[config.mk]
export PLATFORM = sky130hd
export DESIGN_NAME = ata_mdma_host
export DESIGN_NICKNAME = d
export VERILOG_FILES = /design/src/rtl/ata_mdma_pkg.sv /design/src/rtl/mdma_phase_timer.sv /design/src/rtl/mdma_seq_fsm.sv /design/src/rtl/mdma_bus_io.sv /design/src/rtl/ata_mdma_host.sv
export SDC_FILE = /design/constraint.sdc
export NUM_CORES = 1
export LEC_CHECK = 0
export BUFFER_PORTS_ARGS = -buffer_cell sky130_fd_sc_hd__clkbuf_2
export CORE_MARGIN = 2
export CORE_UTILIZATION = 50
export DETAILED_ROUTE_END_ITERATION = 7
export PLACE_DENSITY = 0.89
export SYNTH_ARGS = -nofsm -noshare
export SYNTH_HDL_FRONTEND = slang
export SYNTH_SLANG_ARGS = --single-unit
[constraint.sdc]
create_clock -name clk -period 2.8 [get_ports clk]
set_input_delay 0 -clock clk [delete_from_list [all_inputs] [get_ports clk]]
set_output_delay 0 -clock clk [all_outputs]
set_load 0.01 [all_outputs]
[src/rtl/ata_mdma_pkg.sv]
package ata_mdma_pkg;

    typedef enum logic [2:0] {
        ST_IDLE,
        ST_ARMED,
        ST_ACK_SETUP,
        ST_STB_ON,
        ST_STB_OFF,
        ST_CHECK,
        ST_ACK_HOLD
    } mdma_state_e;

    // Pin intent for the next cycle, active-high
    typedef struct packed {
        logic ack;
        logic rd_stb;
        logic wr_stb;
        logic drive;
    } bus_ctl_t;

    function automatic int unsigned ns_to_cyc(int unsigned ns, int unsigned per);
        int unsigned c;
        c = (ns + per - 1) / per;
        return (c < 1) ? 1 : c;
    endfunction

    function automatic int unsigned max2(int unsigned a, int unsigned b);
        return (a > b) ? a : b;
    endfunction

endpackage

[src/rtl/mdma_phase_timer.sv]
module mdma_phase_timer #(
    parameter int TW = 6
) (
    input  logic          clk,
    input  logic          rst,
    input  logic          load,
    input  logic [TW-1:0] load_val,
    output logic          expired
);
    logic [TW-1:0] cnt;

    always_ff @(posedge clk) begin
        if (rst)
            cnt <= '0;
        else if (load)
            cnt <= load_val;
        else if (cnt != '0)
            cnt <= cnt - 1'b1;
    end

    assign expired = (cnt == '0);
endmodule

[src/rtl/mdma_seq_fsm.sv]
module mdma_seq_fsm
    import ata_mdma_pkg::*;
#(
    parameter int CNT_W = 8,
    parameter int N_I   = 5,
    parameter int N_D   = 18,
    parameter int N_NEG = 12,
    parameter int N_J   = 3,
    parameter int TW    = 6
) (
    input  logic             clk,
    input  logic             rst,
    input  logic             start,
    input  logic             dir_rd,
    input  logic [CNT_W-1:0] word_cnt,
    input  logic             dmarq,
    input  logic             wr_valid,
    input  logic             expired,
    output logic             tmr_load,
    output logic [TW-1:0]    tmr_val,
    output bus_ctl_t         ctl_next,
    output logic             wr_take,
    output logic             rd_capture,
    output logic             busy,
    output logic             done,
    output logic [CNT_W-1:0] words_done
);
    localparam int N_OFF = (N_NEG > 1) ? N_NEG - 1 : 1;

    mdma_state_e      state, state_n;
    logic             dir_q;
    logic [CNT_W-1:0] remain;
    logic             data_ok;

    assign data_ok = dir_q || wr_valid;

    always_comb begin
        state_n = state;
        unique case (state)
            ST_IDLE:      if (start && word_cnt != '0) state_n = ST_ARMED;
            ST_ARMED:     if (dmarq) state_n = ST_ACK_SETUP;
            ST_ACK_SETUP: if (expired && data_ok) state_n = ST_STB_ON;
            ST_STB_ON:    if (expired) state_n = (remain == 1) ? ST_ACK_HOLD : ST_STB_OFF;
            ST_STB_OFF:   if (expired) state_n = ST_CHECK;
            ST_CHECK: begin
                if (!dmarq)       state_n = ST_ACK_HOLD;
                else if (data_ok) state_n = ST_STB_ON;
            end
            ST_ACK_HOLD:  if (expired) state_n = ST_IDLE;
            default:      state_n = ST_IDLE;
        endcase
    end

    function automatic logic [TW-1:0] phase_len_m1(mdma_state_e s);
        case (s)
            ST_ACK_SETUP: return TW'(N_I - 1);
            ST_STB_ON:    return TW'(N_D - 1);
            ST_STB_OFF:   return TW'(N_OFF - 1);
            ST_ACK_HOLD:  return TW'(N_J - 1);
            default:      return '0;
        endcase
    endfunction

    assign tmr_load   = (state_n != state);
    assign tmr_val    = phase_len_m1(state_n);
    assign wr_take    = (state_n == ST_STB_ON) && (state != ST_STB_ON) && !dir_q;
    assign rd_capture = (state == ST_STB_ON) && expired && dir_q;

    always_comb begin
        ctl_next        = '0;
        ctl_next.ack    = (state_n != ST_IDLE) && (state_n != ST_ARMED);
        ctl_next.rd_stb = (state_n == ST_STB_ON) && dir_q;
        ctl_next.wr_stb = (state_n == ST_STB_ON) && !dir_q;
        ctl_next.drive  = ctl_next.ack && !dir_q;
    end

    always_ff @(posedge clk) begin
        if (rst) begin
            state      <= ST_IDLE;
            dir_q      <= 1'b0;
            remain     <= '0;
            words_done <= '0;
            done       <= 1'b0;
        end else begin
            state <= state_n;
            done  <= (state == ST_ACK_HOLD) && (state_n == ST_IDLE);
            if (state == ST_IDLE && state_n == ST_ARMED) begin
                dir_q      <= dir_rd;
                remain     <= word_cnt;
                words_done <= '0;
            end else if (state == ST_STB_ON && expired) begin
                remain     <= remain - 1'b1;
                words_done <= words_done + 1'b1;
            end
        end
    end

    assign busy = (state != ST_IDLE);

    // done is a single-cycle pulse
    a_r8_done_pulse: assert property (@(posedge clk) disable iff (rst)
        done |=> !done);
    // zero-count start leaves the sequencer idle
    a_r11_zero_ignored: assert property (@(posedge clk) disable iff (rst)
        (state == ST_IDLE && start && word_cnt == '0) |=> (state == ST_IDLE));
    // a write strobe never begins without a taken word
    a_r7_no_empty_write: assert property (@(posedge clk) disable iff (rst)
        (ctl_next.wr_stb && state != ST_STB_ON) |-> wr_valid);
endmodule

[src/rtl/mdma_bus_io.sv]
module mdma_bus_io
    import ata_mdma_pkg::*;
#(
    parameter int DW = 16
) (
    input  logic          clk,
    input  logic          rst,
    input  bus_ctl_t      ctl_next,
    input  logic          wr_take,
    input  logic [DW-1:0] wr_data,
    input  logic          rd_capture,
    input  logic [DW-1:0] dd_in,
    output logic [DW-1:0] dd_out,
    output logic          dd_oe,
    output logic [DW-1:0] rd_data,
    output logic          rd_valid,
    output logic          dmack_n,
    output logic          dior_n,
    output logic          diow_n
);
    always_ff @(posedge clk) begin
        if (rst) begin
            dmack_n  <= 1'b1;
            dior_n   <= 1'b1;
            diow_n   <= 1'b1;
            dd_oe    <= 1'b0;
            dd_out   <= '0;
            rd_data  <= '0;
            rd_valid <= 1'b0;
        end else begin
            dmack_n  <= !ctl_next.ack;
            dior_n   <= !ctl_next.rd_stb;
            diow_n   <= !ctl_next.wr_stb;
            dd_oe    <= ctl_next.drive;
            rd_valid <= rd_capture;
            if (wr_take)    dd_out  <= wr_data;
            if (rd_capture) rd_data <= dd_in;
        end
    end

    // never both strobes at once
    a_r12_one_strobe: assert property (@(posedge clk) disable iff (rst)
        dior_n || diow_n);
    // strobes only inside the acknowledge window
    a_r4_strobe_in_ack: assert property (@(posedge clk) disable iff (rst)
        (!dior_n || !diow_n) |-> !dmack_n);
    // acknowledge releases only after strobes were already high
    a_r4_ack_release: assert property (@(posedge clk) disable iff (rst)
        $rose(dmack_n) |-> ($past(dior_n) && $past(diow_n)));
    // bus driven only while acknowledged
    a_r6_oe_in_burst: assert property (@(posedge clk) disable iff (rst)
        dd_oe |-> !dmack_n);
endmodule

[src/rtl/ata_mdma_host.sv]
module ata_mdma_host
    import ata_mdma_pkg::*;
#(
    parameter int CLK_NS       = 4,
    parameter int T_CYCLE_NS   = 120,
    parameter int T_STB_ON_NS  = 70,
    parameter int T_STB_OFF_NS = 25,
    parameter int T_ACK_SU_NS  = 20,
    parameter int T_ACK_HD_NS  = 10,
    parameter int DW           = 16,
    parameter int CNT_W        = 8
) (
    input  logic             clk,
    input  logic             rst,
    input  logic             start,
    input  logic             dir_rd,
    input  logic [CNT_W-1:0] word_cnt,
    input  logic [DW-1:0]    wr_data,
    input  logic             wr_valid,
    output logic             wr_ready,
    output logic [DW-1:0]    rd_data,
    output logic             rd_valid,
    output logic             busy,
    output logic             done,
    output logic [CNT_W-1:0] words_done,
    input  logic             dmarq,
    output logic             dmack_n,
    output logic             dior_n,
    output logic             diow_n,
    output logic [1:0]       cs_n,
    input  logic [DW-1:0]    dd_in,
    output logic [DW-1:0]    dd_out,
    output logic             dd_oe
);
    localparam int N_D   = ns_to_cyc(T_STB_ON_NS, CLK_NS);
    localparam int N_K   = ns_to_cyc(T_STB_OFF_NS, CLK_NS);
    localparam int N_0   = ns_to_cyc(T_CYCLE_NS, CLK_NS);
    localparam int N_NEG = max2(N_K, (N_0 > N_D) ? N_0 - N_D : 1);
    localparam int N_I   = ns_to_cyc(T_ACK_SU_NS, CLK_NS);
    localparam int N_J   = ns_to_cyc(T_ACK_HD_NS, CLK_NS);
    localparam int N_MAX = max2(max2(N_D, N_NEG), max2(N_I, N_J));
    localparam int TW    = $clog2(N_MAX + 1) + 1;

    bus_ctl_t       ctl_next;
    logic           tmr_load, expired, wr_take, rd_capture;
    logic [TW-1:0]  tmr_val;

    mdma_phase_timer #(.TW(TW)) u_timer (
        .clk(clk), .rst(rst), .load(tmr_load), .load_val(tmr_val), .expired(expired)
    );

    mdma_seq_fsm #(
        .CNT_W(CNT_W), .N_I(N_I), .N_D(N_D), .N_NEG(N_NEG), .N_J(N_J), .TW(TW)
    ) u_fsm (
        .clk(clk), .rst(rst), .start(start), .dir_rd(dir_rd), .word_cnt(word_cnt),
        .dmarq(dmarq), .wr_valid(wr_valid), .expired(expired),
        .tmr_load(tmr_load), .tmr_val(tmr_val), .ctl_next(ctl_next),
        .wr_take(wr_take), .rd_capture(rd_capture), .busy(busy),
        .done(done), .words_done(words_done)
    );

    mdma_bus_io #(.DW(DW)) u_io (
        .clk(clk), .rst(rst), .ctl_next(ctl_next), .wr_take(wr_take),
        .wr_data(wr_data), .rd_capture(rd_capture), .dd_in(dd_in),
        .dd_out(dd_out), .dd_oe(dd_oe), .rd_data(rd_data), .rd_valid(rd_valid),
        .dmack_n(dmack_n), .dior_n(dior_n), .diow_n(diow_n)
    );

    assign wr_ready = wr_take;
    assign cs_n     = 2'b11;

    // Strobe low-time measurement for the width check
    localparam int LW = $clog2(N_D + 2) + 1;
    logic          stb_low, stb_low_q;
    logic [LW-1:0] low_run;
    assign stb_low = !dior_n || !diow_n;

    always_ff @(posedge clk) begin
        if (rst) begin
            low_run   <= '0;
            stb_low_q <= 1'b0;
        end else begin
            stb_low_q <= stb_low;
            low_run   <= stb_low ? low_run + 1'b1 : '0;
        end
    end

    // every strobe lasts exactly N_D cycles
    a_r2_width: assert property (@(posedge clk) disable iff (rst)
        (stb_low_q && !stb_low) |-> (low_run == LW'(N_D)));
    // a read word appears just as the read strobe rises
    a_r5_rd_on_rise: assert property (@(posedge clk) disable iff (rst)
        rd_valid |-> (dior_n && $past(!dior_n)));
endmodule

==> After elaboration in Yosys (flattened, before gate mapping) <==
Cells that the tools add are included.
Widths: inputs -> output; s select.
{ "word_totals": {"reg_bits": 64, "inputBits": 46, "output_inout_bits": 50, "elab_cells": 73} }
{ "classes": {"muxes": 15, "addsub": 3, "n_reduce_logical": 27, "n_eq_ne": 15} }
{ "ops": {"columns": ["op", "n"], "rows": [
  ["$mux 3", 8],
  ["$pmux 3 s7", 1],
  ["$pmux 5 s4", 1],
  ["$mux 8", 2],
  ["$eq 3x3->1 const B", 5],
  ["$eq 3x2->1 const B", 4],
  ["$logic_and 1x1->1", 12],
  ["$mux 6", 2],
  ["$add 8x1->8 const B", 1],
  ["$eq 8x1->1 const B", 1],
  ["$reduce_bool 8->1", 1],
  ["$sub 8x1->8 const B", 1],
  ["$eq 3x1->1 const B", 2],
  ["$logic_not 3->1", 2],
  ["$logic_not 6->1", 1],
  ["$reduce_bool 3->1", 2],
  ["$reduce_bool 6->1", 1],
  ["$sub 6x1->6 const B", 1],
  ["$logic_not 1->1", 4],
  ["$reduce_bool 2->1", 2],
  ["$ne 3x1->1 const B", 1],
  ["$ne 3x2->1 const B", 1],
  ["$ne 3x3->1", 1],
  ["$mux 2", 1],
  ["other kinds (2)", 2]
]} }

==> Longest topological paths before layout <==
Gate-level depths: netlist (run 1).
{ "depth": {"depth_word": 7, "ltp_mapped": 11} }

==> Modules after synthesis <==
From an unflattened synthesis (run 1), not the netlist that was laid out.
{ "unflattened": {"cells_unflattened": 321, "area_unflattened_um2": 3012.9} }
{ "modules_own_cells": {"columns": ["module", "n_inst", "seq_area_each_um2", "cells_per_inst", "area_per_inst_um2"], "rows": [
  ["mdma_seq_fsm", 1, 420.4, 158, 1303.8],
  ["mdma_bus_io", 1, 740.7, 114, 1295.0],
  ["mdma_phase_timer", 1, 120.1, 46, 395.4],
  ["ata_mdma_host", 1, 0.0, 3, 18.8]
]} }

==> Worst setup path before layout (run 1) <==
Ideal clock, no wire load.
{ "synth_timing": {"path_type": "register -> register", "start": "register u_timer.cnt[0]", "end": "register u_io.dd_out[10]", "setup_time_ns": 0.072, "path_stages_with_launch": 12, "t_arrival_ns": 2.159, "t_required_ns": 2.728, "slack_ns": 0.569, "path_cell_list": "dfxtp_1 -> inv_1 -> ha_1 -> nor3b_2 -> and3_1 -> buf_2 -> a211oi_4 -> nand2b_4 -> nor4_2 -> buf_6 -> buf_12 -> mux2i_1"} }
{ "synth_via": {"elab_chain_len": 7, "word_cells_on_any_way": 10, "classes_between": "eq/ne: 1; mux: 5; reduce/logical: 4"} }
{ "synth_rtl": {"columns": ["item", "line_no", "source"], "rows": [
  ["start: declaration", "mdma_phase_timer.sv:10", "logic [TW-1:0] cnt;"],
  ["start signal: assignment", "mdma_phase_timer.sv:16", "cnt <= load_val;"],
  ["start signal: assignment", "mdma_phase_timer.sv:18", "cnt <= cnt - 1'b1;"],
  ["$logic_not 6->1 *", "mdma_phase_timer.sv:21", "assign expired = (cnt == '0);"],
  ["$logic_and 1x1->1", "mdma_seq_fsm.sv:42", "ST_ACK_SETUP: if (expired && data_ok) state_n = ST_STB_ON;"],
  ["$mux 3", "mdma_seq_fsm.sv:42", null],
  ["$pmux 3 s7 *", "mdma_seq_fsm.sv:39", "unique case (state)"],
  ["$eq 3x2->1 *", "mdma_seq_fsm.sv:66", "assign wr_take = (state_n == ST_STB_ON) && (state != ST_STB_ON) && !dir_q;"],
  ["$logic_and 1x1->1 * (2 in series)", "mdma_seq_fsm.sv:66", null],
  ["via wr_ready", "ata_mdma_host.sv:20", "output logic wr_ready,"],
  ["end signal: assignment", "mdma_bus_io.sv:36", "if (wr_take) dd_out <= wr_data;"],
  ["end: declaration", "mdma_bus_io.sv:13", "output logic [DW-1:0] dd_out,"]
]} }
The timed path passes the listed nets; every way through them passes the cells marked *.
A chain may end at the register's enable or synchronous reset.

==> Worst setup path after layout (run 1) <==
{ "layout_timing": {"start": "register u_timer.cnt[0]", "end": "output port wr_ready"} }
{ "layout_via": {"elab_chain_len": 7, "word_cells_on_any_way": 10, "classes_between": "eq/ne: 1; mux: 5; reduce/logical: 4"} }
{ "layout_rtl": {"columns": ["item", "line_no"], "rows": [
  ["$logic_not 6->1 *", "mdma_phase_timer.sv:21"],
  ["$logic_and 1x1->1", "mdma_seq_fsm.sv:42"],
  ["$mux 3", "mdma_seq_fsm.sv:42"],
  ["$pmux 3 s7 *", "mdma_seq_fsm.sv:39"],
  ["$eq 3x2->1 *", "mdma_seq_fsm.sv:66"],
  ["$logic_and 1x1->1 * (2 in series)", "mdma_seq_fsm.sv:66"],
  ["end: declaration", "ata_mdma_host.sv:20"]
]} }
Every way passes the cells marked *; elsewhere a longest branch is shown, timed or not.

==> impl_results.md, run 1 <==
- CP delay by family, top: simple AND/OR/NAND/NOR gates
- Via/cell ratio: 5.16
- Max-slew headroom: 47.8%
- Worst Path Arrival: 2.64 ns
- Die width: 81.0 µm
- Power density cells: 690 nW/µm²
- Core ar.: 5820 µm²
- Status: completed
- Number of routed nets with antenna violations: 0
- Slew @ Worst Pin: 0.783 ns
- Most common cell in the netlist: dfxtp_1
- Vias: 2,805
- Worst clock skew: 0.0109 ns
- Worst path bufs/invs: 3
- H-tree levels: 3
- First drt pass iteration count: 4
- Area leader, netlist: dfxtp_1
- Number of global-route vias before repair: 2,744
- First-pass GRT wire length: 11,900 µm
- Ant diodes: 0
- Area post-placement: 3460 µm²
- Starting density of the core: 50.9%
- Min cycle time layout: 2.64 ns
- Total track usage: 23.4%
- CTS Buf Count: 9
- CTS root buf: clkbuf_8
- Setup repair bufs after CTS: 0
- Reg clk slew, reported paths: 0.07 ns
- Critical path class: register to primary output
- Setup_tns: 0 ns
- Largest net degree at the start of global routing: 42
- Fmax achieved: 379 MHz
- Top cells by area, synth: dfxtp_1 43%, nand2b_1 7.0%, mux2i_1 5.7%, nand2_1 5.6%, a21oi_1 5.1%
- Wirelength per Cell: 14.0 µm
- Synth Warn #: 0
- Critical path capture point type: primary output
- Die Ht: 81.0 µm
- Area growth from synthesis to layout: 39.7%
- Die area: 6550 µm²
- Slew Viols, Final: 0
- Cell Rows: 28
- Flops & latches, synth: 64
- CP Cell Sequence: inv_1, ha_1, nor3b_4, and3_2, a211oi_4, nand2b_4, nor4_4, buf_6, clkbuf_2
- Port-buffer cells: 93
- Worst min path class: input pin to register
- Period Utilization, post-route: 94.2%
- Post-route cell area: 4140 µm²
- Final setup violation count: 0
- FILL cells: 450
- Worst Setup Start Kind: register
- DRC viols: 0
- Placer Congestion: 0.913
- Initial DRC Count: 119
- Placed cells: 487
- CTS max path bufs: 2
- Crit-path max cell delay: 0.38 ns
- Share of layout cells above drive strength 1: 27.5%
- Number of top-level pins: 96
- RSZ-0062 raised after global routing: false
- MaxCap Viol Count: 0
- Post-synthesis sequential area ratio: 43.3%
- Post-Layout Cell Count: 544
- Maximum fanout along the worst path: 17
- Cell variety after synth: 53
- Async set-reset flop share out of synthesis: 0%
- Yosys top cell area share: 43.3%
- Cell count after synthesis: 334
- Fin nets: 514
- Final HPWL DP: 4730 µm
- Max stage delay cell, worst path: a211oi_4
- Prevailing post-synth register cell: dfxtp_1
- Max IR drop VDD: 0.513 mV
- Fin. Hold Viols: 0
- Initial antenna violation count: 0
- Clock latency on the worst-skew pair: 0.34 ns
- Mapped Area: 2960 µm²
- CTS tree: built
- List of most frequent post-synthesis cells: 64 x dfxtp_1, 44 x nand2_1, 33 x nand2b_1, 30 x a21oi_1, 25 x nor2_1
- Syn_area_per_cell: 8.87 µm²
- Gr ovfl total: 0
- Critical Path RT: 2.80 ns
- EDFF count, synth: 0
- CTS sink cnt: 64
- Final wirelength: 7610 µm
- Leakage power: 1.72 nW
cell families (layout without fill, tap and decap cells):
logic type                 after synthesis  count (layout)  synth area share [%]
and+or+nand+nor                        140             140                  25.2
adders and majority gates                4               4                  1.69
other                                    1               2                 0.127
AOI/OAI and AO/OA                       65              65                  15.3
xor gates and xnor gates                12              12                  3.55
DFF                                     64              64                  43.3
buffers and inverters                   31             165                  5.15
muxes                                   17              17                  5.75
tightest hold or removal path, stage by stage:
cell      delay, ns
clkbuf_2       0.12
o211a_1        0.17
nand2_1        0.08
a21oi_1        0.05
sequential cells by signal, summed over array words and instances (netlist names):
signal,cells
u_fsm.dir_q,1
u_fsm.done,1
u_fsm.remain,8
u_fsm.state,3
u_fsm.words_done,8
u_io.dd_oe,1
u_io.dd_out,16
u_io.dior_n,1
u_io.diow_n,1
u_io.dmack_n,1
u_io.rd_data,16
u_io.rd_valid,1
u_timer.cnt,6
layer usage:
layer  wire length (µm)  share of wire, %  track usage (%)  up-vias
li1                   -                 -                -     1403
met1               3190                42             25.9     1290
met2               3820                50             41.3       88
met3                374               4.9             5.89       24
met4                228               3.0             11.9        0
met5                  0                 0                0        -
cell usage in the layout, fill, tap and decap left out, types with 5 or more instances in the layout:
master / synthesis / layout
buf_4: 2 / 6
xor2_1: 5 / 5
inv_1: 8 / 8
nand2b_1: 33 / 33
clkbuf_2: 0 / 93
nor2_1: 25 / 25
xnor2_1: 7 / 7
dfxtp_1: 64 / 64
a21oi_1: 30 / 30
mux2i_1: 17 / 17
clkbuf_8: 0 / 10
or3_1: 5 / 5
o21ai_0: 8 / 8
nand2_1: 44 / 44
dlygate4sd3_1: 0 / 41
per-stage QoR:
| stage | util, % | power [mW] | worst slack, ns | hold slack [ns] |
|---|---|---|---|---|
| after floorplan | - | 1.62 | 0.569 | 0.106 |
| after global placement | 59.6 | 1.78 | 0.370 | 0.223 |
| after detailed placement | 59.6 | 1.80 | 0.168 | 0.228 |
| after CTS | 71.0 | 2.84 | 0.0776 | 0.117 |
| after global routing | 71.1 | 3.01 | 0.0428 | 0.148 |
| final | 71.1 | 2.85 | 0.164 | 0.133 |
layout make-up:
type,instances,area [µm²],share of cell area (%)
multi-input cells,240,1550,37.4
flip-flops and latches,64,1280,31.0
repair buffers,141,932,22.5
clock buffers,10,138,3.33
clock inverters,6,115,2.78
well taps,75,93.8,2.27
inverters,8,30.0,0.726
power by group:
| part | total, mW | leakage [nW] | internal [mW] | switching [mW] |
|---|---|---|---|---|
| Sequential | 1.08 | 0.520 | 0.996 | 0.0817 |
| Clock | 0.990 | 0.123 | 0.620 | 0.370 |
| Combinational | 0.786 | 1.08 | 0.378 | 0.408 |
| Total | 2.85 | 1.72 | 1.99 | 0.860 |
final timing paths:
path,slack (ns),depth (start not counted),startpoint,endpoint
min,0.13,4,start,u_fsm.remain[1]
min reg2reg,0.46,2,u_io.rd_data[13],u_io.rd_data[13]
max,0.16,9,u_timer.cnt[0],wr_ready
max reg2reg,0.33,9,u_timer.cnt[0],u_io.dd_out[15]
timing repair:
item                                    4_1_cts  5_1_grt
pin swaps                                     0        0
resized for setup                             1        2
hold buffers                                 41        0
endpoints found under the hold margin        41        0
endpoints found under the setup margin        1        1
Power figures use the tool's default switching activity.
==> run 2: changes to the inputs <==
Clock period 2.8 ns to 2.6 ns, I/O delays scaled along.
==> run 2 against run 1 <==
Net effect: cell count is 1.7% higher; global-route usage is 0.25 points lower; flip-flop and latch count stayed put; first-iteration DRC count is 8.4% higher; sequential power is 7% higher; setup slack worse by 0.072 ns; cell area is 1.1% higher; via count is 2.3% higher; total power is 6.2% higher; clock power is 5.2% lower; die area stayed put; largest power group unchanged.
==> impl_results.md, run 2 (same netlist as run 1, synthesis figures left out) <==
- CTS tree: built
- Hold Worst Slack: 0.110 ns (-0.0228 ns)
- Maximum fanout along the worst path: 9 (-8)
- Via/cell ratio: 5.19 (+0.62%)
- CTS sink cnt: 64 (unchanged)
- Total power: 3.03 mW (+6.2%)
- Period Utilization, post-route: 96.5%
- Port-buffer cells: 93 (unchanged)
- Number of routed nets with antenna violations: 0 (unchanged)
- Leakage power: 1.75 nW (+1.9%)
- Fin nets: 523 (+1.8%)
- DRC viols: 0 (unchanged)
- RR Startpoint: u_timer.cnt[0]
- Ant diodes: 0 (unchanged)
- Final HPWL DP: 4860 µm (+2.7%)
- Pint: 2.10 mW (+5.5%)
- Final wirelength: 7620 µm (+0.13%)
- Net Sw Frac: 30.6% (+0.44 points)
- Max stage delay cell, worst path: a211oi_4
- Reg2reg path depth: 10 (+1)
- Clock latency on the worst-skew pair: 0.33 ns (about the same)
- Slew Viols, Final: 0 (unchanged)
- Number of global-route vias before repair: 2,707 (-1.3%)
- Area growth from synthesis to layout: 41.2%
- Worst clock skew: 0.00800 ns (-0.00285 ns)
- Critical path class: register to primary output
- Max-slew headroom: 52.6% (+4.8 points)
- Die area: 6550 µm² (unchanged)
- Status: completed
- Gr ovfl total: 0 (unchanged)
- RR Endpoint: u_io.dd_out[4]
- Number of top-level pins: 96 (unchanged)
- Crit-path max cell delay: 0.36 ns (-0.02 ns)
- Post-Layout Cell Count: 553 (+1.7%)
- Hold Path Stages: 4 (unchanged)
- CP Cell Sequence: inv_1, ha_1, nor3b_4, a311oi_1, a211oi_4, nand2b_4, nor4_4, buf_12, clkbuf_2
- Min cycle time layout: 2.51 ns
- Worst Setup Start Kind: register
- Starting density of the core: 50.9% (unchanged)
- Share of layout cells above drive strength 1: 28.5% (+0.95 points)
- First drt pass iteration count: 4 (unchanged)
- H-tree levels: 3 (unchanged)
- Largest net degree at the start of global routing: 37 (-12%)
- First-pass GRT wire length: 11,700 µm (-1.6%)
- CTS root buf: clkbuf_8
- CP delay by family, top: simple AND/OR/NAND/NOR gates
- Slew @ Worst Pin: 0.711 ns (-0.0723 ns)
- Vias: 2,869 (+2.3%)
- Psw: 0.926 mW (+7.7%)
- Max IR drop VDD: 0.433 mV (-16%)
- Leading cell type in the layout, fill and taps excluded: clkbuf_2
- Worst min path class: input pin to register
- MaxCap Viol Count: 0 (unchanged)
- Final setup violation count: 0 (unchanged)
- Critical path capture point type: primary output
- Wirelength per Cell: 13.8 µm (-1.5%)
- Min-Delay Startpoint: start
- Total track usage: 23.1% (-0.25 points)
- Worst Hold Path EP: u_fsm.remain[1]
- Fmax achieved: 399 MHz
- Die width: 81.0 µm (unchanged)
- Worst Path Arrival: 2.51 ns (-0.13 ns)
- Most frequent cells in the layout: 93 x clkbuf_2, 64 x dfxtp_1, 44 x nand2_1
- Fin. Hold Viols: 0 (unchanged)
- Setup_tns: 0 ns (unchanged)
- Power share of the clock group: 31.0% (-3.7 points)
- Core ar.: 5820 µm² (unchanged)
- Part of the power in registers: 38.3% (+0.5 points)
- Initial antenna violation count: 0 (unchanged)
- Utilization after layout: 71.9% (+0.75 points)
- Placer Congestion: 0.885 (-3.1%)
- Power density cells: 725 nW/µm² (+5.1%)
- Comb pwr share: 30.8% (+3.3 points)
- CTS max path bufs: 2 (unchanged)
- Critical Path RT: 2.60 ns (-0.20 ns)
- Cell Rows: 28 (unchanged)
- CTS Buf Count: 9 (unchanged)
- Die Ht: 81.0 µm (unchanged)
- Reg clk slew, reported paths: 0.07 ns (about the same)
- Largest registers: u_io.dd_out x16, u_io.rd_data x16
- Placed cells: 488 (+0.21%)
- Initial DRC Count: 129 (+8.4%)
- RSZ-0062 raised after global routing: false
- Worst path bufs/invs: 3 (unchanged)
- R2R setup slack: 0.13 ns (-0.20 ns)
==> run 2: cell types whose count changed in the layout (fill, tap and decap cells not counted) <==
| cell | previous run | this run |
|---|---|---|
| clkinvlp_4 | 1 | 2 |
| inv_6 | 1 | 0 |
| buf_12 | 0 | 1 |
| clkinv_2 | 0 | 1 |
| bufinv_16 | 3 | 2 |
| and3_1 | 1 | 2 |
| clkbuf_1 | 0 | 1 |
| clkinv_4 | 1 | 0 |
| buf_4 | 6 | 15 |
| buf_6 | 1 | 0 |
| and3_2 | 1 | 0 |
==> run 2: stage by stage <==
stage                     cell area (µm²)  worst slack, ns
after floorplan                      2970            0.369
after global placement               3480            0.374
after detailed placement             3480            0.214
after CTS                            4120           0.0309
after global routing                 4180        0.0000875
final                                4180           0.0914
==> run 2: what timing repair did <==
item / in CTS / in global routing
hold endpoints to repair: 41 / 0
gates cloned: 0 / 0
buffers inserted: 0 / 8
pin swaps: 0 / 1
setup endpoints to repair: 1 / 1
resized for setup: 1 / 0
hold buffers: 41 / 0
==> run 2: routing by layer <==
metal / vias to the layer above / GRT usage [%] / routed length [µm]
met5: - / 0 / 0
met1: 1338 / 24.8 / 3130
met4: 0 / 8.64 / 118
met3: 14 / 5.22 / 373
met2: 95 / 43.7 / 4000
li1: 1422 / - / -
==> run 2: cell type report <==
type                    count  area [µm²]
clock inverters             5        80.1
inverters                   8        30.0
repair buffers            150        1010
clock buffers              11         141
well taps                  75        93.8
multi-input cells         240        1550
flip-flops and latches     64        1280
fillers                   442        1630
==> run 2: worst max path at each step <==
| stage | cells past startpoint | start | slack [ns] | to |
|---|---|---|---|---|
| 2_1_floorplan | 11 | u_timer.cnt[0] | 0.37 | u_io.dd_out[10] |
| 3_3_place_gp | 9 | u_timer.cnt[0] | 0.37 | u_io.dd_out[12] |
| 3_5_place_dp | 9 | u_timer.cnt[0] | 0.21 | u_io.dd_out[8] |
| 4_1_cts | 9 | u_timer.cnt[0] | 0.03 | wr_ready |
| 5_1_grt | 9 | u_timer.cnt[0] | 0.00009 | wr_ready |
| 6_report | 9 | u_timer.cnt[0] | 0.09 | wr_ready |
==> run 2: power by group through the flow <==
stage	clock, mW	sequential, mW	combinational (mW)
floorplan	0	1.16	0.585
detailed placement	0	1.17	0.804
global route	1.01	1.17	0.998
CTS	0.954	1.16	0.876
finish	0.939	1.16	0.932
global placement	0	1.17	0.774
==> run 2: worst register-to-register path, cell delays in order (launching register included) <==
cell      delay (ns)
dfxtp_1         0.32
inv_1           0.09
ha_1            0.20
nor3b_4         0.30
a311oi_1        0.19
a211oi_4        0.36
nand2b_4        0.13
nor4_4          0.29
buf_12          0.17
buf_4           0.15
mux2i_1         0.21
==> run 3: changes to the inputs <==
Settings changed: CORE_UTILIZATION 50 to 30, PLACE_DENSITY 0.89 to 0.62.
==> run 3 against run 2 <==
Net effect: wire length decreased by 3.2%; fmax increased by 7.0%; global-route usage decreased by 9.5 points; cell area increased by 2.1%; via count decreased by 2.9%; clock power decreased by 19%; worst hold slack improved by 0.016 ns; clock-buffer cell count increased by 3; register-to-register slack improved by 0.14 ns; combinational power increased by 2.9%; critical path type unchanged.
==> impl_results.md, run 3 (same netlist as run 1, synthesis figures left out) <==
- Critical path class: register to primary output
- Number of top-level pins: 96 (unchanged)
- Slew Viols, Final: 0 (unchanged)
- Wirelength per Cell: 12.0 µm (-13%)
- Initial DRC Count: 112 (-13%)
- Hold Path Stages: 4 (unchanged)
- DRC viols: 0 (unchanged)
- Status: completed
- Slew @ Worst Pin: 0.771 ns (+0.0598 ns)
- CP Cell Sequence: inv_1, ha_1, nor3b_4, and3_4, a211oi_4, nand2b_4, nor4_4, buf_12, clkbuf_2
- Fin. Hold Viols: 0 (unchanged)
- Setup_tns: 0 ns (unchanged)
- MaxCap Viol Count: 0 (unchanged)
- Fmax achieved: 426 MHz (+7.0%)
- Largest net degree at the start of global routing: 51 (+38%)
- Ant diodes: 0 (unchanged)
- Most frequent cells in the layout: 93 x clkbuf_2, 64 x dfxtp_1, 44 x nand2_1
- Leakage power: 1.76 nW (+0.72%)
- Worst Setup Start Kind: register
- Cell Rows: 36 (+29%)
- CTS max path bufs: 2 (unchanged)
- Min cycle time layout: 2.34 ns (-0.164 ns)
- Placer Congestion: 0.814 (-8.0%)
- Post-Layout Cell Count: 615 (+11%)
- Fin nets: 529 (+1.1%)
- Reg clk slew, reported paths: 0.07 ns (about the same)
- Worst clock skew: 0.00766 ns (-0.000339 ns)
- Period Utilization, post-route: 90.2% (-6.3 points)
- Share of layout cells above drive strength 1: 29.0% (+0.59 points)
- First-pass GRT wire length: 11,600 µm (-1.0%)
- Crit-path max cell delay: 0.33 ns (-0.03 ns)
- R2R setup slack: 0.27 ns (+0.14 ns)
- Area growth from synthesis to layout: 44.1%
- First drt pass iteration count: 4 (unchanged)
- Critical Path RT: 2.60 ns (about the same)
- Port-buffer cells: 93 (unchanged)
- Maximum fanout along the worst path: 9 (unchanged)
- Vias: 2,785 (-2.9%)
- Via/cell ratio: 4.53 (-13%)
- Total track usage: 13.7% (-9.5 points)
- Core ar.: 9680 µm² (+67%)
- Final wirelength: 7380 µm (-3.2%)
- Max-slew headroom: 48.6% (-4.0 points)
- Number of global-route vias before repair: 2,629 (-2.9%)
- Reg2reg path depth: 10 (unchanged)
- RR Startpoint: u_timer.cnt[0]
- Number of routed nets with antenna violations: 0 (unchanged)
- Final setup violation count: 0 (unchanged)
- Starting density of the core: 30.6% (-20 points)
- Die Ht: 103 µm (+28%)
- CTS Buf Count: 9 (unchanged)
- Post-route cell area: 4270 µm² (+2.1%)
- Placed cells: 552 (+13%)
- Largest registers: u_io.dd_out x16, u_io.rd_data x16
- Worst Hold Path EP: u_fsm.remain[1]
- Power density cells: 672 nW/µm² (-7.3%)
- Worst min path class: input pin to register
- Die area: 10,700 µm² (+63%)
- H-tree levels: 3 (unchanged)
- CTS root buf: clkbuf_8
- Min-Delay Startpoint: start
- RR Endpoint: u_io.dd_out[0]
- Clock latency on the worst-skew pair: 0.33 ns (about the same)
- Leading cell type in the layout, fill and taps excluded: clkbuf_2
- Max stage delay cell, worst path: dfxtp_1
- CTS tree: built
- Die width: 103 µm (+28%)
- Area post-placement: 3610 µm² (+3.7%)
- CTS sink cnt: 64 (unchanged)
- Gr ovfl total: 0 (unchanged)
- RSZ-0062 raised after global routing: false
- Initial antenna violation count: 0 (unchanged)
- Critical path capture point type: primary output
- Final HPWL DP: 4900 µm (+0.85%)
- Worst Path Arrival: 2.34 ns (-0.17 ns)
- Max IR drop VDD: 0.252 mV (-42%)
## run 3: cell count changes in the layout (fill, tap and decap cells not counted), sizes merged
| cell | previous run | this run |
|---|---|---|
| buf | 16 | 22 |
| clkbuf | 104 | 107 |
| bufinv | 2 | 0 |
| clkinvlp | 2 | 0 |
| clkinv | 1 | 0 |
## run 3: report_power, final
group          switching, mW  internal [mW]  total [mW]
clock                  0.343          0.415       0.758
sequential            0.0777           1.07        1.15
combinational          0.461          0.498       0.959
## run 3: worst max-delay path by stage
stage	from	endpoint	depth (start not counted)
6_report	u_timer.cnt[0]	wr_ready	9
5_1_grt	u_timer.cnt[0]	wr_ready	9
4_1_cts	u_timer.cnt[0]	wr_ready	9
3_5_place_dp	u_timer.cnt[0]	u_fsm.words_done[5]	8
2_1_floorplan	u_timer.cnt[0]	u_io.dd_out[10]	11
3_3_place_gp	u_timer.cnt[0]	u_fsm.words_done[5]	8
## run 3: layout make-up
| class | instances | area [µm²] |
|---|---|---|
| fill | 953 | 5420 |
| multi-input combinational | 240 | 1550 |
| sequential | 64 | 1280 |
| timing repair buffer | 156 | 1070 |
| clock buffer | 14 | 173 |
| tap | 133 | 166 |
| inverter | 8 | 30.0 |
## run 3: critical path, delay by kind of cell, from the launching register on
| kind | cells | cell delay (ns) |
|---|---|---|
| adder cells (fa/ha/maj) | 1 | 0.22 |
| buffers and inverters | 3 | 0.35 |
| AO/OA/AOI/OAI | 1 | 0.32 |
| flip-flops | 1 | 0.33 |
| AND/OR/NAND/NOR | 4 | 0.79 |
## run 3: metrics by stage
step                worst slack [ns]  hold WS (ns)  util, %  total power, mW
floorplan                      0.369         0.106        -             1.75
global placement               0.230         0.224     37.3             2.00
detailed placement             0.167         0.232     37.3             2.01
CTS                           0.0465         0.106     43.4             2.86
global route                  0.0292         0.153     44.1             3.06
finish                         0.255         0.126     44.1             2.87
## run 3: layer usage
| metal | wire (µm) | up-vias | global-route usage, % |
|---|---|---|---|
| met4 | 83 | 0 | 3.95 |
| met2 | 3530 | 77 | 24.1 |
| met1 | 3400 | 1268 | 16.0 |
| met3 | 370 | 11 | 4.03 |
| met5 | 0 | - | 0 |
| li1 | - | 1429 | - |
## run 3: timing repair
action,CTS,global route
hold endpoints to repair,41,0
hold buffers,41,0
resized for setup,1,2
setup endpoints to repair,1,4
setup buffers,0,8
pin swaps,1,1
